File: src/rtl/clkcfg_pkg.sv
package clkcfg_pkg;

  localparam int unsigned CFG_BYTES = 7;

  typedef enum logic [2:0] {
    FR_IDLE,
    FR_ADDR,
    FR_ADDR_ACK,
    FR_DATA,
    FR_DATA_ACK,
    FR_SKIP
  } frame_st_t;

  // reset contents: enable bits on, reserved bits and test select off
  function automatic logic [7:0] cfg_reset_byte(input int unsigned idx);
    case (idx)
      1:       return 8'hDF;
      2:       return 8'h7F;
      3, 4:    return 8'hFF;
      5:       return 8'h33;
      default: return 8'h00;
    endcase
  endfunction

  function automatic logic [7:0] shift_in(input logic [7:0] cur, input logic b);
    return {cur[6:0], b};
  endfunction

  function automatic logic addr_hit(input logic [7:0] rx, input logic [6:0] dev);
    return (rx[7:1] == dev) && !rx[0];
  endfunction

endpackage

File: src/rtl/clkcfg_line_sync.sv
module clkcfg_line_sync #(
  parameter int unsigned STAGES = 2
) (
  input  logic clk,
  input  logic rst_n,
  input  logic scl_in,
  input  logic sda_in,
  output logic scl_s,
  output logic sda_s,
  output logic scl_rise,
  output logic scl_fall,
  output logic start_ev,
  output logic stop_ev
);

  logic [STAGES-1:0] scl_ff;
  logic [STAGES-1:0] sda_ff;
  logic              scl_q;
  logic              sda_q;

  always_ff @(posedge clk or negedge rst_n) begin
    if (!rst_n) begin
      scl_ff <= '1;
      sda_ff <= '1;
      scl_q  <= 1'b1;
      sda_q  <= 1'b1;
    end else begin
      scl_ff <= {scl_ff[STAGES-2:0], scl_in};
      sda_ff <= {sda_ff[STAGES-2:0], sda_in};
      scl_q  <= scl_ff[STAGES-1];
      sda_q  <= sda_ff[STAGES-1];
    end
  end

  assign scl_s    = scl_ff[STAGES-1];
  assign sda_s    = sda_ff[STAGES-1];
  assign scl_rise = scl_s & ~scl_q;
  assign scl_fall = ~scl_s & scl_q;
  assign start_ev = scl_s & scl_q & sda_q & ~sda_s;
  assign stop_ev  = scl_s & scl_q & ~sda_q & sda_s;

endmodule

File: src/rtl/clkcfg_framer.sv
module clkcfg_framer
  import clkcfg_pkg::*;
#(
  parameter logic [6:0]  DEV_ADDR = 7'b1101001,
  parameter int unsigned NUM_REGS = CFG_BYTES,
  parameter int unsigned PTR_W    = $clog2(NUM_REGS + 1)
) (
  input  logic             clk,
  input  logic             rst_n,
  input  logic             sda_s,
  input  logic             scl_rise,
  input  logic             scl_fall,
  input  logic             start_ev,
  input  logic             stop_ev,
  output logic             sda_pull,
  output logic             wr_strobe,
  output logic [PTR_W-1:0] wr_index,
  output logic [7:0]       wr_data,
  output logic [PTR_W-1:0] byte_ptr
);

  localparam logic [3:0] FULL_CNT = 4'd8;
  localparam logic [PTR_W-1:0] PTR_END = PTR_W'(NUM_REGS);

  frame_st_t  st;
  logic [3:0] bit_cnt;
  logic [7:0] shreg;

  always_ff @(posedge clk or negedge rst_n) begin
    if (!rst_n) begin
      st        <= FR_IDLE;
      bit_cnt   <= '0;
      shreg     <= '0;
      sda_pull  <= 1'b0;
      wr_strobe <= 1'b0;
      wr_index  <= '0;
      wr_data   <= '0;
      byte_ptr  <= '0;
    end else begin
      wr_strobe <= 1'b0;
      if (start_ev) begin
        st       <= FR_ADDR;
        bit_cnt  <= '0;
        shreg    <= '0;
        byte_ptr <= '0;
        sda_pull <= 1'b0;
      end else if (stop_ev) begin
        st       <= FR_IDLE;
        bit_cnt  <= '0;
        sda_pull <= 1'b0;
      end else begin
        case (st)
          FR_ADDR, FR_DATA: begin
            if (scl_rise && bit_cnt != FULL_CNT) begin
              shreg   <= shift_in(shreg, sda_s);
              bit_cnt <= bit_cnt + 4'd1;
            end else if (scl_fall && bit_cnt == FULL_CNT) begin
              bit_cnt <= '0;
              if (st == FR_ADDR) begin
                if (addr_hit(shreg, DEV_ADDR)) begin
                  sda_pull <= 1'b1;
                  st       <= FR_ADDR_ACK;
                end else begin
                  st <= FR_SKIP;
                end
              end else begin
                sda_pull <= 1'b1;
                st       <= FR_DATA_ACK;
                if (byte_ptr < PTR_END) begin
                  wr_strobe <= 1'b1;
                  wr_index  <= byte_ptr;
                  wr_data   <= shreg;
                  byte_ptr  <= byte_ptr + 1'b1;
                end
              end
            end
          end
          FR_ADDR_ACK, FR_DATA_ACK: begin
            if (scl_fall) begin
              sda_pull <= 1'b0;
              st       <= FR_DATA;
            end
          end
          default: ;
        endcase
      end
    end
  end

endmodule

File: src/rtl/clkcfg_regbank.sv
module clkcfg_regbank
  import clkcfg_pkg::*;
#(
  parameter int unsigned NUM_REGS = CFG_BYTES,
  parameter int unsigned PTR_W    = $clog2(NUM_REGS + 1)
) (
  input  logic                  clk,
  input  logic                  rst_n,
  input  logic                  wr_strobe,
  input  logic [PTR_W-1:0]      wr_index,
  input  logic [7:0]            wr_data,
  output logic [NUM_REGS*8-1:0] image
);

  for (genvar g = 0; g < NUM_REGS; g++) begin : g_reg
    localparam logic [7:0] RST_VAL = cfg_reset_byte(g);
    always_ff @(posedge clk or negedge rst_n) begin
      if (!rst_n) begin
        image[8*g +: 8] <= RST_VAL;
      end else if (wr_strobe && wr_index == PTR_W'(g)) begin
        image[8*g +: 8] <= wr_data;
      end
    end
  end

endmodule

File: src/rtl/clkgen_cfg_slave.sv
module clkgen_cfg_slave
  import clkcfg_pkg::*;
#(
  parameter logic [6:0]  DEV_ADDR    = 7'b1101001,
  parameter int unsigned NUM_REGS    = CFG_BYTES,
  parameter int unsigned SYNC_STAGES = 2
) (
  input  logic                  clk,
  input  logic                  rst_n,
  input  logic                  scl_in,
  input  logic                  sda_in,
  output logic                  sda_pull_low,
  output logic [NUM_REGS*8-1:0] cfg_image,
  output logic                  test_mode,
  output logic [4:0]            cpu_en,
  output logic [1:0]            usbio_en,
  output logic [6:0]            pci_en,
  output logic [15:0]           sdram_en,
  output logic [1:0]            ref_en,
  output logic [1:0]            apic_en
);

  localparam int unsigned PTR_W = $clog2(NUM_REGS + 1);

  // named internal events, observed by the bound checker
  logic             scl_s;
  logic             sda_s;
  logic             scl_rise;
  logic             scl_fall;
  logic             ev_start;
  logic             ev_stop;
  logic             wr_strobe;
  logic [PTR_W-1:0] wr_index;
  logic [7:0]       wr_data;
  logic [PTR_W-1:0] byte_ptr;

  clkcfg_line_sync #(.STAGES(SYNC_STAGES)) u_sync (
    .clk      (clk),
    .rst_n    (rst_n),
    .scl_in   (scl_in),
    .sda_in   (sda_in),
    .scl_s    (scl_s),
    .sda_s    (sda_s),
    .scl_rise (scl_rise),
    .scl_fall (scl_fall),
    .start_ev (ev_start),
    .stop_ev  (ev_stop)
  );

  clkcfg_framer #(
    .DEV_ADDR (DEV_ADDR),
    .NUM_REGS (NUM_REGS),
    .PTR_W    (PTR_W)
  ) u_framer (
    .clk       (clk),
    .rst_n     (rst_n),
    .sda_s     (sda_s),
    .scl_rise  (scl_rise),
    .scl_fall  (scl_fall),
    .start_ev  (ev_start),
    .stop_ev   (ev_stop),
    .sda_pull  (sda_pull_low),
    .wr_strobe (wr_strobe),
    .wr_index  (wr_index),
    .wr_data   (wr_data),
    .byte_ptr  (byte_ptr)
  );

  clkcfg_regbank #(
    .NUM_REGS (NUM_REGS),
    .PTR_W    (PTR_W)
  ) u_bank (
    .clk       (clk),
    .rst_n     (rst_n),
    .wr_strobe (wr_strobe),
    .wr_index  (wr_index),
    .wr_data   (wr_data),
    .image     (cfg_image)
  );

  assign test_mode = cfg_image[0];
  assign cpu_en    = cfg_image[8*1 +: 5];
  assign usbio_en  = cfg_image[8*1+6 +: 2];
  assign pci_en    = cfg_image[8*2 +: 7];
  assign sdram_en  = cfg_image[8*3 +: 16];
  assign ref_en    = cfg_image[8*5 +: 2];
  assign apic_en   = cfg_image[8*5+4 +: 2];

endmodule

File: config.mk
export PLATFORM = sky130hd
export DESIGN_NAME = clkgen_cfg_slave
export DESIGN_NICKNAME = d
export VERILOG_FILES = /design/src/rtl/clkcfg_pkg.sv /design/src/rtl/clkcfg_line_sync.sv /design/src/rtl/clkcfg_framer.sv /design/src/rtl/clkcfg_regbank.sv /design/src/rtl/clkgen_cfg_slave.sv
export SDC_FILE = /design/constraint.sdc
export NUM_CORES = 1
export LEC_CHECK = 0
export CAP_MARGIN = 20
export CORE_ASPECT_RATIO = 0.6
export CORE_MARGIN = 8
export CORE_UTILIZATION = 47
export CTS_BUF_LIST = sky130_fd_sc_hd__clkbuf_4 sky130_fd_sc_hd__clkbuf_8
export CTS_CLUSTER_DIAMETER = 60
export DETAILED_ROUTE_END_ITERATION = 16
export GPL_TIMING_DRIVEN = 0
export HOLD_SLACK_MARGIN = 0.15
export PLACE_DENSITY_LB_ADDON = 0.15
export SETUP_SLACK_MARGIN = 0.05
export SLEW_MARGIN = 10
export SYNTH_ARGS = -nofsm -noshare
export SYNTH_HDL_FRONTEND = slang
export SYNTH_HIERARCHICAL = 1
export SYNTH_SLANG_ARGS = --single-unit
File: constraint.sdc
create_clock -name clk -period 1.9 [get_ports clk]
set_input_delay 0.57 -clock clk [delete_from_list [all_inputs] [get_ports clk]]
set_output_delay 0.57 -clock clk [all_outputs]
set_load 0.03 [all_outputs]
# Word level (Yosys, flattened, before mapping)
# Index checks and enable logic that the tools add are counted.
# Widths: inputs -> output; s select.
dict set report classes {
  addsub 2
  n_mul 0
  n_div 0
  magnitude_cmp 1
  n_eq_ne 20
  n_shift 0
  n_mux 39
  bitwise 15
  n_reduce_logical 27
}
# cell count
set ops {}
lappend ops {{$mux 3} 14}
lappend ops {{$mux 8} 4}
lappend ops {{$mux 4} 5}
lappend ops {{$mux 1} 14}
lappend ops {{$eq 3x2->1 const B} 4}
lappend ops {{$eq 3x3->1 const B} 4}
lappend ops {{$logic_and 1x1->1} 10}
lappend ops {{$ne 4x3->1 const B} 2}
lappend ops {{$ne 4x4->1 const B} 2}
lappend ops {{$not 1->1} 8}
lappend ops {{$reduce_bool 2->1} 4}
lappend ops {{$reduce_bool 4->1} 2}
lappend ops {{$and 1x1->1} 7}
lappend ops {{$eq 7x7->1 const B} 1}
lappend ops {{$reduce_and 7->1} 1}
lappend ops {{$eq 3x1->1 const B} 2}
lappend ops {{$ne 2x2->1 const B} 3}
lappend ops {{$pmux 3 s2} 1}
lappend ops {{$reduce_and 6->1} 1}
lappend ops {{$ne 5x5->1 const B} 1}
lappend ops {{$reduce_and 5->1} 1}
lappend ops {{$add 4x1->4 const B} 1}
lappend ops {{$eq 4x4->1 const B} 1}
lappend ops {{$reduce_and 4->1} 1}
lappend ops {{9 further kinds} 10}
dict set report totals {
  ff_bits 93
  latch_bits 0
  mem_bits_rw 0
  rom_bits 0
  input_bits 4
  out_inout_bits 92
  elab_cells 123
  mem_count 0
}

# Logic depth before layout (Yosys ltp)
# Gate-level depths: netlist of the first run.
dict set report depth {
  word_depth 9
  depth_mapped 6
  ltp_nobuf 5
}

# Modules after synthesis
# Netlist of the first run, hierarchy kept.
# module n_inst cells_each area_per_inst_um2 seq_area_each_um2
set modules_own_cells {}
lappend modules_own_cells {clkcfg_regbank 1 126 2189.6 1443.9}
lappend modules_own_cells {clkcfg_framer 1 125 1550.2 775.7}
lappend modules_own_cells {clkgen_cfg_slave 1 35 262.8 0.0}
lappend modules_own_cells {clkcfg_line_sync 1 10 190.2 157.7}

# Worst setup path before layout of the first run
# No wires, ideal clock.
dict set report synth_path {
  path_kind {register -> register}
  from {register u_sync.sda_ff[1]}
  to {register u_framer.wr_data[1]}
  setup_time_ps 125
  arrival_ps 1967
  t_required_ps 1775
  path_slack_ps -192
  path_stages_with_launch 6
  path_buffers 1
  period_less_slack_ps 2092
  path_cell_list {dfstp_2 and4b_1 or3b_1 or4_4 buf_6 mux2_4}
}
dict set report synth_between {
  elab_chain_len 4
  word_cells_on_any_way 6
  classes_between {bitwise: 5; reduce/logical: 1}
}
# element line_no
set synth_rtl {}
lappend synth_rtl {{from (decl)} clkcfg_line_sync.sv:17} ;# logic [STAGES-1:0] sda_ff;
lappend synth_rtl {{from (signal assigned)} clkcfg_line_sync.sv:29} ;# sda_ff <= {sda_ff[STAGES-2:0], sda_in};
lappend synth_rtl {{$not 1->1} clkcfg_line_sync.sv:39} ;# assign start_ev = scl_s & scl_q & sda_q & ~sda_s;
lappend synth_rtl {{$and 1x1->1} clkcfg_line_sync.sv:39}
lappend synth_rtl {{named net ev_start} clkgen_cfg_slave.sv:30} ;# logic ev_start;
lappend synth_rtl {{$not 1->1 (no line)} --}
lappend synth_rtl {{$reduce_and 7->1 (no line)} --}
lappend synth_rtl {{to (signal assigned)} clkcfg_framer.sv:72} ;# wr_data <= shreg;
lappend synth_rtl {{to (decl)} clkcfg_framer.sv:18} ;# output logic [7:0] wr_data,
# The timed path passes the listed nets, and every way through them passes these cells.
# A chain may end at the register's enable or synchronous reset.

# Final worst setup path of the first run
dict set report layout_path {
  from {register u_sync.sda_ff[1]}
  to {register u_framer.wr_index[0]}
}
dict set report layout_between {
  elab_chain_len 4
  word_cells_on_any_way 6
  classes_between {bitwise: 5; reduce/logical: 1}
}
# element line_no
set layout_rtl {}
lappend layout_rtl {{$not 1->1} clkcfg_line_sync.sv:39}
lappend layout_rtl {{$and 1x1->1} clkcfg_line_sync.sv:39}
lappend layout_rtl {{named net ev_start} clkgen_cfg_slave.sv:30}
lappend layout_rtl {{$not 1->1 (no line)} --}
lappend layout_rtl {{$reduce_and 7->1 (no line)} --}
lappend layout_rtl {{to (signal assigned)} clkcfg_framer.sv:71} ;# wr_index <= byte_ptr;
lappend layout_rtl {{to (decl)} clkcfg_framer.sv:17} ;# output logic [PTR_W-1:0] wr_index,
# The timed path passes the listed nets, and every way through them passes these cells.

==> results of run 1 <==
==> power by group through the flow <==
stage / Combinational, W / Clock [W] / Sequential (W)
final: 0.000294 / 0.00128 / 0.00214
after global routing: 0.000331 / 0.00141 / 0.00215
after global placement: 0.000257 / 0 / 0.00216
after detailed placement: 0.000275 / 0 / 0.00217
after floorplan: 0.000184 / 0 / 0.00214
after CTS: 0.000282 / 0.00132 / 0.00213
==> registers in the layout (all words and copies together), names as in the netlist <==
register	count
u_sync/sda_ff	2
u_framer/shreg	8
u_framer/wr_index	3
u_framer/wr_data	8
u_framer/wr_strobe	1
u_sync/scl_ff	2
u_framer/sda_pull	1
u_framer/byte_ptr	3
u_framer/bit_cnt	4
u_bank/image	56
u_sync/scl_q	1
u_sync/sda_q	1
u_framer/st	3
==> final cells by class <==
type	instances	share of cell area [%]
Tap cell	112	2.56
Inverter	4	0.274
Buffer	47	6.26
Multi-Input combinational cell	152	27.7
Sequential cell	93	43.4
Timing Repair Buffer	104	16.1
Clock buffer	15	3.54
Clock inverter	1	0.0914
==> metal layers <==
metal  up-vias  wire, um  track usage (%)
li1       1270         -                -
met2        84      4100             23.1
met5         -         0                0
met3         4       906             6.73
met1      1367      4360             21.2
met4         0        51             4.07
==> final timing paths <==
path | start | end | slack [ns] | depth (start not counted)
min in group asynchronous | rst_n | u_framer/sda_pull | 0.67 | 2
max | u_sync/sda_ff[1] | u_framer/wr_index[0] | -0.31 | 5
max reg2reg | u_sync/sda_ff[1] | u_framer/wr_index[0] | -0.31 | 5
min | u_sync/scl_ff[0] | u_sync/scl_ff[1] | 0.36 | 0
max in group asynchronous | rst_n | u_bank/image[20] | 0.55 | 3
min reg2reg | u_sync/scl_ff[0] | u_sync/scl_ff[1] | 0.36 | 0
==> metrics by stage <==
| step | hold slack (ns) | total power [W] | std cells | util, % |
|---|---|---|---|---|
| final | 0.360 | 0.00371 | 528 | 63.7 |
| after global routing | 0.361 | 0.00390 | 528 | 63.7 |
| after CTS | 0.360 | 0.00374 | 523 | 62.9 |
| after detailed placement | 0.349 | 0.00244 | 504 | 61.9 |
| after global placement | 0.345 | 0.00242 | 503 | 61.6 |
| after floorplan | 0.274 | 0.00233 | 296 | - |
==> timing repair <==
item                       CTS  global route
pin swaps                    1             1
setup buffers                2             5
hold endpoints to repair    21             0
resized for setup          299            14
hold buffers                 1             0
setup endpoints to repair  114            28
==> kinds of logic (layout without fill, tap and decap cells) <==
| kind of cell | count (synthesis) | in the layout |
|---|---|---|
| AO/OA/AOI/OAI | 26 | 26 |
| XOR/XNOR | 1 | 1 |
| adder cells (fa/ha/maj) | 3 | 3 |
| buffers and inverters | 51 | 171 |
| flip-flops | 93 | 93 |
| multiplexers | 71 | 71 |
| AND/OR/NAND/NOR | 51 | 51 |
==> cells in the final DEF (no fill, tap or decap), types with 2 or more instances in the layout <==
| cell | instances |
|---|---|
| a21oi_1 | 5 |
| a22o_1 | 7 |
| a32o_1 | 2 |
| and3b_1 | 3 |
| and4b_1 | 3 |
| and4b_2 | 2 |
| buf_2 | 40 |
| buf_4 | 44 |
| clkbuf_2 | 3 |
| clkbuf_4 | 3 |
| clkbuf_8 | 13 |
| clkdlybuf4s15_2 | 34 |
| clkdlybuf4s50_1 | 2 |
| dfrtp_1 | 53 |
| dfstp_2 | 40 |
| dlygate4sd2_1 | 23 |
| ha_1 | 3 |
| inv_1 | 4 |
| mux2_2 | 58 |
| mux2_4 | 11 |
| mux2i_1 | 2 |
| nand2b_1 | 3 |
| nand3b_1 | 4 |
| nand4b_1 | 4 |
| nor2_1 | 3 |
| nor2b_1 | 5 |
| nor2b_2 | 2 |
| nor4_1 | 2 |
| nor4bb_1 | 3 |
| o21ai_0 | 2 |
==> key figures, run 1 <==
STA
  • Slew @ Worst Pin: 0.665 ns
  • Max-slew violation count: 0
  • Final Setup Violations: 13
  • Post-route clock skew: 0.0120 ns
  • RSZ-0062 raised after global routing: true
  • Setup tns final: -3.64 ns
  • Final worst slack: -0.307 ns
  • Top achievable clock speed: 453 MHz
  • Min Tclk post-route: roughly 2.2 ns
  • Worst rel slew slack: 55.5%
  • Hold Violations, Final: 0
  • Period utilization: 116%

Finish
  • Area Overhead vs Synth: 30.5%
  • Area of the multi-input gates: 1520 um2
  • Sequential Area: 2380 um2
  • FILL cells: 712
  • Fraction of layout cells with a size suffix above 1: 63.0%
  • # diodes: 0
  • Post-layout nets: ~420
  • Finished Cell Area: 5470 um2

Floorplanning
  • Die W: 138 um
  • Initial Utilization: 48.8%
  • Ports: 96
  • Core box area: 8590 um2
  • Die Ht: 89.2 um
  • Die Area: roughly 12000 um2
  • Row cnt: 26

Clock tree
  • CTS buffer count: 9
  • Clk Latency, worst-skew pair: 0.36 ns
  • CTS tree: done
  • Max Root-Sink Buffers: 2
  • Number of H-tree levels: 3
  • Root Driver: clkbuf_8
  • CTS Sinks: 93
  • CTS clk-pin slew, worst paths: 0.08 ns

Logic synthesis
  • Post-synth EDFFs: 0
  • Most common library cells after synthesis: 59 x mux2_2, 53 x dfrtp_1, 40 x dfstp_2
  • Syn_area_per_cell: 14.2 um2
  • Synth top area cells: dfrtp_1 32%, dfstp_2 25%, mux2_2 16%
  • Area leader, netlist: dfrtp_1
  • Post-synthesis compound-gate area fraction: 4.77%
  • Register area share after synthesis: 56.7%
  • Syn Inst Count: 296
  • Post-Syn Area: 4190 um2
  • Syn nets: ~300
  • Top-area cell type share of the netlist area: 31.6%
  • Post-synthesis adder-cell area fraction: 0.895%
  • Synth Register Bits: just over 90
  • Post-synthesis xor/xnor area fraction: 0.209%
  • Yosys warning count: 6
  • Post-synth cell types: 51
  • Async SR Flop Fraction: 100%
  • Mux cell area share after synthesis: 19.9%
  • Post-Synth Simple-Gate Area: 9.31%
  • Count leader, synth: mux2_2
  • Main combinational cell family by area after synthesis: multiplexers
  • Main synth FF type: dfrtp_1

Route
  • Initial DRC Count: between 100 and 150
  • Final WL: 9.42 mm
  • 1st-pass router iterations: 5
  • Drt wl/cell: 17.8 um
  • Via-per-instance ratio: 5.16
  • Vias: about 2.7k
  • Residual DRC: 0
  • Post-route ant nets: 0

Critical path
  • Crit path max fanout: 10
  • CP Class: reg2reg
  • Cells along the critical path: and4b_2 -> or3b_1 -> or4_4 -> buf_12 -> mux2_4
  • Worst Path Buf+Inv: 1
  • Worst Setup End Kind: flop
  • WP data required: roughly 2.1 ns
  • Slowest cell on crit path: dfstp_2
  • Top cell family by delay on the critical path: simple AND/OR/NAND/NOR gates
  • Startpoint Class: flop
  • CP max stage delay: 0.54 ns
  • Worst Path Arrival: between 2 and 2.5 ns

Power and ir drop
  • Peak supply drop: 0.434 mV
  • Internal: 0.00284 W
  • Logic pwr share: 7.9%
  • Pwr Density: just under 700 nW/um2
  • Switch share: roughly a quarter
  • Net switching power: around 0.00087 W
  • Clk pwr share: 34.5%
  • P_leak: 2.74 nW
  • Sequential Power Share: 57.6%

Job
  • Max-cap violation count: 0

Place
  • Cell Area, Placed: approximately 5300 um2
  • Dpl hpwl: 6.86 mm
  • Pre-CTS setup slack: -0.334 ns
  • PortBufs: 95
  • RePlAce Congestion: 0.830

Hold path
  • Type of the worst min-delay path: reg2reg

Global route
  • Grt ovf: 0
  • Largest net degree at the start of global routing: 68
  • First-pass GRT wire length: 14.9 mm
  • Total GRT Usage: 15.9%
  • Initial antenna violation count: 0
  • Vias in the first global route: 2788

Outcome
  • Status: complete, but fails checks
  • Failing checks: setup timing
No activity file was read; power rests on OpenSTA's default activity.
==> inputs of run 2 (changes only) <==
Settings changed: ABC_CLOCK_PERIOD_IN_PS from default to 1900.
==> results of run 2 <==
Same layout as run 1: the final DEF is identical, and so are final timing and power.
